<file path="config.mk">
export PLATFORM = sky130hd
export DESIGN_NAME = scan_mem_viewer
export DESIGN_NICKNAME = d
export VERILOG_FILES = /design/src/rtl/scanmem_pkg.sv /design/src/rtl/smv_rst_sync.sv /design/src/rtl/smv_sync_bus.sv /design/src/rtl/smv_scan_gen.sv /design/src/rtl/smv_dp_ram.sv /design/src/rtl/scan_mem_viewer.sv
export SDC_FILE = /design/constraint.sdc
export NUM_CORES = 1
export LEC_CHECK = 0
export BUFFER_PORTS_ARGS = -buffer_cell sky130_fd_sc_hd__buf_4
export CAP_MARGIN = 20
export CORE_MARGIN = 8
export CORE_UTILIZATION = 40
export CTS_CLUSTER_SIZE = 28
export DETAILED_ROUTE_END_ITERATION = 16
export HOLD_SLACK_MARGIN = 0.12
export SYNTH_ARGS = -nofsm -noshare
export SYNTH_HDL_FRONTEND = slang
export SYNTH_HIERARCHICAL = 1
export SYNTH_SLANG_ARGS = --single-unit
</file>
<file path="constraint.sdc">
create_clock -name clk -period 2.4 [get_ports clk]
set_input_delay 0.48 -clock clk [delete_from_list [all_inputs] [get_ports clk]]
set_output_delay 0.48 -clock clk [all_outputs]
set_load 0.03 [all_outputs]
</file>
<file path="src/rtl/scanmem_pkg.sv">
package scanmem_pkg;
  localparam int unsigned DEF_ADDR_W = 5;
  localparam int unsigned DEF_DATA_W = 4;
  localparam int unsigned DEF_TICK   = 50_000_000;
  localparam int unsigned SYNC_STAGES = 2;
endpackage

</file>
<file path="src/rtl/smv_rst_sync.sv">
module smv_rst_sync (
  input  logic clk,
  input  logic rst_n,
  output logic rst_n_sync
);
  logic [1:0] rs_q;
  always_ff @(posedge clk or negedge rst_n) begin
    if (!rst_n) rs_q <= 2'b00;
    else        rs_q <= {rs_q[0], 1'b1};
  end
  assign rst_n_sync = rs_q[1];
endmodule

</file>
<file path="src/rtl/smv_sync_bus.sv">
module smv_sync_bus #(
  parameter int unsigned W      = 1,
  parameter int unsigned STAGES = scanmem_pkg::SYNC_STAGES
) (
  input  logic         clk,
  input  logic [W-1:0] d_async,
  output logic [W-1:0] d_sync
);
  logic [W-1:0] stage_q [STAGES];

  generate
    for (genvar s = 0; s < STAGES; s++) begin : g_stage
      if (s == 0) begin : g_first
        always_ff @(posedge clk) stage_q[s] <= d_async;
      end else begin : g_rest
        always_ff @(posedge clk) stage_q[s] <= stage_q[s-1];
      end
    end
  endgenerate

  assign d_sync = stage_q[STAGES-1];
endmodule

</file>
<file path="src/rtl/smv_scan_gen.sv">
module smv_scan_gen #(
  parameter int unsigned ADDR_W      = scanmem_pkg::DEF_ADDR_W,
  parameter int unsigned TICK_CYCLES = scanmem_pkg::DEF_TICK
) (
  input  logic              clk,
  input  logic              rst_n,
  output logic [ADDR_W-1:0] scan_addr,
  output logic              tick
);
  localparam int unsigned CW = (TICK_CYCLES > 1) ? $clog2(TICK_CYCLES) : 1;
  localparam logic [CW-1:0] LAST = CW'(TICK_CYCLES - 1);

  logic [CW-1:0]     cnt_q, cnt_d;
  logic [ADDR_W-1:0] addr_q, addr_d;

  always_comb begin
    tick   = (cnt_q == LAST);
    cnt_d  = cnt_q + CW'(1);
    addr_d = addr_q;
    if (tick) begin
      cnt_d  = '0;
      addr_d = addr_q + ADDR_W'(1);
    end
  end

  always_ff @(posedge clk or negedge rst_n) begin
    if (!rst_n) begin
      cnt_q  <= '0;
      addr_q <= '0;
    end else begin
      cnt_q  <= cnt_d;
      addr_q <= addr_d;
    end
  end

  assign scan_addr = addr_q;
endmodule

</file>
<file path="src/rtl/smv_dp_ram.sv">
module smv_dp_ram #(
  parameter int unsigned ADDR_W = scanmem_pkg::DEF_ADDR_W,
  parameter int unsigned DATA_W = scanmem_pkg::DEF_DATA_W
) (
  input  logic              clk,
  input  logic              rst_n,
  input  logic              we,
  input  logic [ADDR_W-1:0] waddr,
  input  logic [DATA_W-1:0] wdata,
  input  logic [ADDR_W-1:0] raddr,
  output logic [ADDR_W-1:0] raddr_q,
  output logic [DATA_W-1:0] rdata
);
  localparam int unsigned DEPTH = 1 << ADDR_W;

  logic [DATA_W-1:0] mem [DEPTH];

  always_ff @(posedge clk) begin
    if (we) mem[waddr] <= wdata;
  end

  always_ff @(posedge clk or negedge rst_n) begin
    if (!rst_n) raddr_q <= '0;
    else        raddr_q <= raddr;
  end

  assign rdata = mem[raddr_q];
endmodule

</file>
<file path="src/rtl/scan_mem_viewer.sv">
module scan_mem_viewer #(
  parameter int unsigned ADDR_W      = scanmem_pkg::DEF_ADDR_W,
  parameter int unsigned DATA_W      = scanmem_pkg::DEF_DATA_W,
  parameter int unsigned TICK_CYCLES = scanmem_pkg::DEF_TICK
) (
  input  logic              clk,
  input  logic              rst_n,
  input  logic [ADDR_W-1:0] sw_wr_addr,
  input  logic [DATA_W-1:0] sw_wr_data,
  input  logic              sw_wr_req,
  output logic [ADDR_W-1:0] rd_addr,
  output logic [DATA_W-1:0] rd_data,
  output logic [ADDR_W-1:0] wr_addr_sync,
  output logic [DATA_W-1:0] wr_data_sync
);
  logic              rst_n_i;
  logic              req_s, req_q, wr_pulse;
  logic [ADDR_W-1:0] scan_addr;
  logic              scan_tick;

  smv_rst_sync u_rst (.clk(clk), .rst_n(rst_n), .rst_n_sync(rst_n_i));

  smv_sync_bus #(.W(ADDR_W)) u_sync_addr (.clk(clk), .d_async(sw_wr_addr), .d_sync(wr_addr_sync));
  smv_sync_bus #(.W(DATA_W)) u_sync_data (.clk(clk), .d_async(sw_wr_data), .d_sync(wr_data_sync));
  smv_sync_bus #(.W(1))      u_sync_req  (.clk(clk), .d_async(sw_wr_req),  .d_sync(req_s));

  // rising-edge detect: one write per press
  always_ff @(posedge clk or negedge rst_n_i) begin
    if (!rst_n_i) req_q <= 1'b0;
    else          req_q <= req_s;
  end
  assign wr_pulse = req_s & ~req_q;

  smv_scan_gen #(.ADDR_W(ADDR_W), .TICK_CYCLES(TICK_CYCLES)) u_scan (
    .clk(clk), .rst_n(rst_n_i), .scan_addr(scan_addr), .tick(scan_tick)
  );

  smv_dp_ram #(.ADDR_W(ADDR_W), .DATA_W(DATA_W)) u_ram (
    .clk(clk), .rst_n(rst_n_i), .we(wr_pulse), .waddr(wr_addr_sync),
    .wdata(wr_data_sync), .raddr(scan_addr), .raddr_q(rd_addr), .rdata(rd_data)
  );
endmodule

</file>
==> run summary <==
Finished Layout Cells = 689
endpoints failing hold = 0
PnR Total Power = 0.00642 W
Post-DP HPWL = 9740 µm
die area = 0.0227 mm²
YS warnings = 6
Critical R2R Launch = u_scan/cnt_q[0]
Die X = 151 µm
IO Port Bufs = 29
Die Ht = 151 µm
Core Area = 0.0178 mm²
first-pass GRT wire length = 22900 µm
most common cell after layout, fill and taps aside = edfxtp_1
CP arrival = 2530 ps
R2R setup slack = 420 ps
GRT overflow = 0
CTS buffer count = 17
Area Growth Syn to Fin = 16.1%
Final nets = 461
Clock Tree Buf Depth = 2
DRT Pass-1 Iters = 4
status = complete, but fails checks
syn_nets = 416
Post-DRT Antenna Nets = 0
diode count = 0
Most Frequent Cell on Critical Path = mux4_2
critical path startpoint category = register
worst path required time = 1920 ps
largest net degree at the start of global routing = 33
Clock transition at path regs = 70 ps
Cell Area, Placed = 0.00776 mm²
Final Cycle Share = 126%
global placement routability congestion = 0.764
crit path setup slack, layout = -615 ps
most frequent cells in the layout = edfxtp_1, nor2_1, mux4_2, buf_4, dfrtp_1
Max Freq = 332 MHz
Hold Worst Slack = 139 ps
starting density of the core = 40.6%
final WL = 14300 µm
vias in the first global route = 3853
Mapped Area = 0.00725 mm²
element type at the critical path end = output pin
Setup Buffers After CTS = 0
worst reg2reg path depth = 6
RR Endpoint = u_scan/scan_addr[1]
htree depth = 4
crit-path max FO = 5
layout cells sized above 1 = 29.1%
Worst Hold Class = reg2async
initial antenna violation count = 0
slowest stage cell on the critical path = mux4_2
DRT iter0 DRCs = 300
max-slew violations = 0
PwrDens = 764 mW/mm²
Root Buffer = clkbuf_16
Cells after Synth = 402
vias per cell = 5.22
Crit Path Class = reg2out
DRC = 0
dpl cells = 655
Worst-Margin Slew = 660 ps
total of max-cap violations = 0
row count = 49
routed via count = 3596
# setup viols final = 4
Top Ports = 30
CP delay by family, top = multiplexers
CTS sink count = 187
WP depth = 5
Largest stage delay, worst path = 550 ps
Critical path buffers and inverters = 2
violated checks = setup timing
Syn Area/Cell = 18.0 µm²
Worst Skew = 9.17 ps
# fillers = 1484
Total Routing Usage GR = 13.7%
RSZ-0062 raised after global routing = true
WL/cell = 20.8 µm
Worst VDD drop = 558 µV
Finished Cell Area = 0.00841 mm²
leakage power = 2.96 nW
crit path cell chain = buf_4 -> mux4_2 -> mux4_2 -> mux2_4 -> buf_6
minimum clock period = 3010 ps
Clock Latency Late Sink = 430 ps
CTS tree = done
Max-slew headroom = 55.7%
registers in the layout (all words and copies together) (netlist names):
name,flops
u_ram/mem,128
u_rst/rs_q,2
u_ram/raddr_q,5
u_sync_addr/stage_q,10
req_q,1
u_sync_data/stage_q,8
u_scan/scan_addr,5
u_sync_req/stage_q,2
u_scan/cnt_q,26
through the flow:
stage / setup TNS, ps / worst slack, ps / util [%]
6_report: -2410 / -615 / 47.2
5_1_grt: -2800 / -705 / 47.2
4_1_cts: -2540 / -638 / 47.0
3_5_place_dp: -735 / -189 / 43.5
3_3_place_gp: -608 / -155 / 43.5
2_1_floorplan: -419 / -105 / -
layer usage:
layer	global-route usage [%]	part of all wire, %	vias up	routed length [µm]
met1	17.6	44	1897	6270
met5	0	0	-	0
met4	4.75	0.83	0	118
met2	21.7	51	73	7240
met3	4.18	4.7	10	674
li1	-	-	1616	-
final cells by class:
type	count	area (µm²)	share of cell area, %
Multi-Input combinational cell	193	1890	22.5
Sequential cell	187	5220	62.1
Clock buffer	22	484	5.76
Timing Repair Buffer	47	413	4.91
Tap cell	229	287	3.41
Clock inverter	10	115	1.37
Inverter	1	3.75	0.0446
worst register-to-register path, delay by kind of cell, from the launching register on:
family	cells	cell delay, ps
simple gates	3	630
flops	1	390
mux	1	350
buf+inv	1	240
fa+ha+maj	1	260
how the worst max path moves through the flow:
stage                     start    endpoint  slack (ps)
3_3_place_gp   u_ram/raddr_q[0]  rd_data[3]        -150
6_report       u_ram/raddr_q[0]  rd_data[0]        -610
3_5_place_dp   u_ram/raddr_q[0]  rd_data[0]        -190
5_1_grt        u_ram/raddr_q[0]  rd_data[0]        -710
4_1_cts        u_ram/raddr_q[0]  rd_data[0]        -640
2_1_floorplan  u_ram/raddr_q[0]  rd_data[0]        -100
repair_timing:
action,CTS,global route
hold endpoints to repair,2,0
hold buffers,1,0
gates resized for setup,4,0
setup endpoints to repair,4,4
gates cloned,0,1
where the power goes:
part	internal (W)	switching (W)	leakage (nW)
clock network	0.00164	0.00116	0.290
logic	0.0000387	0.0000886	0.828
registers	0.00348	0.0000198	1.85
Note: power is estimated with default switching activity, not from simulation.
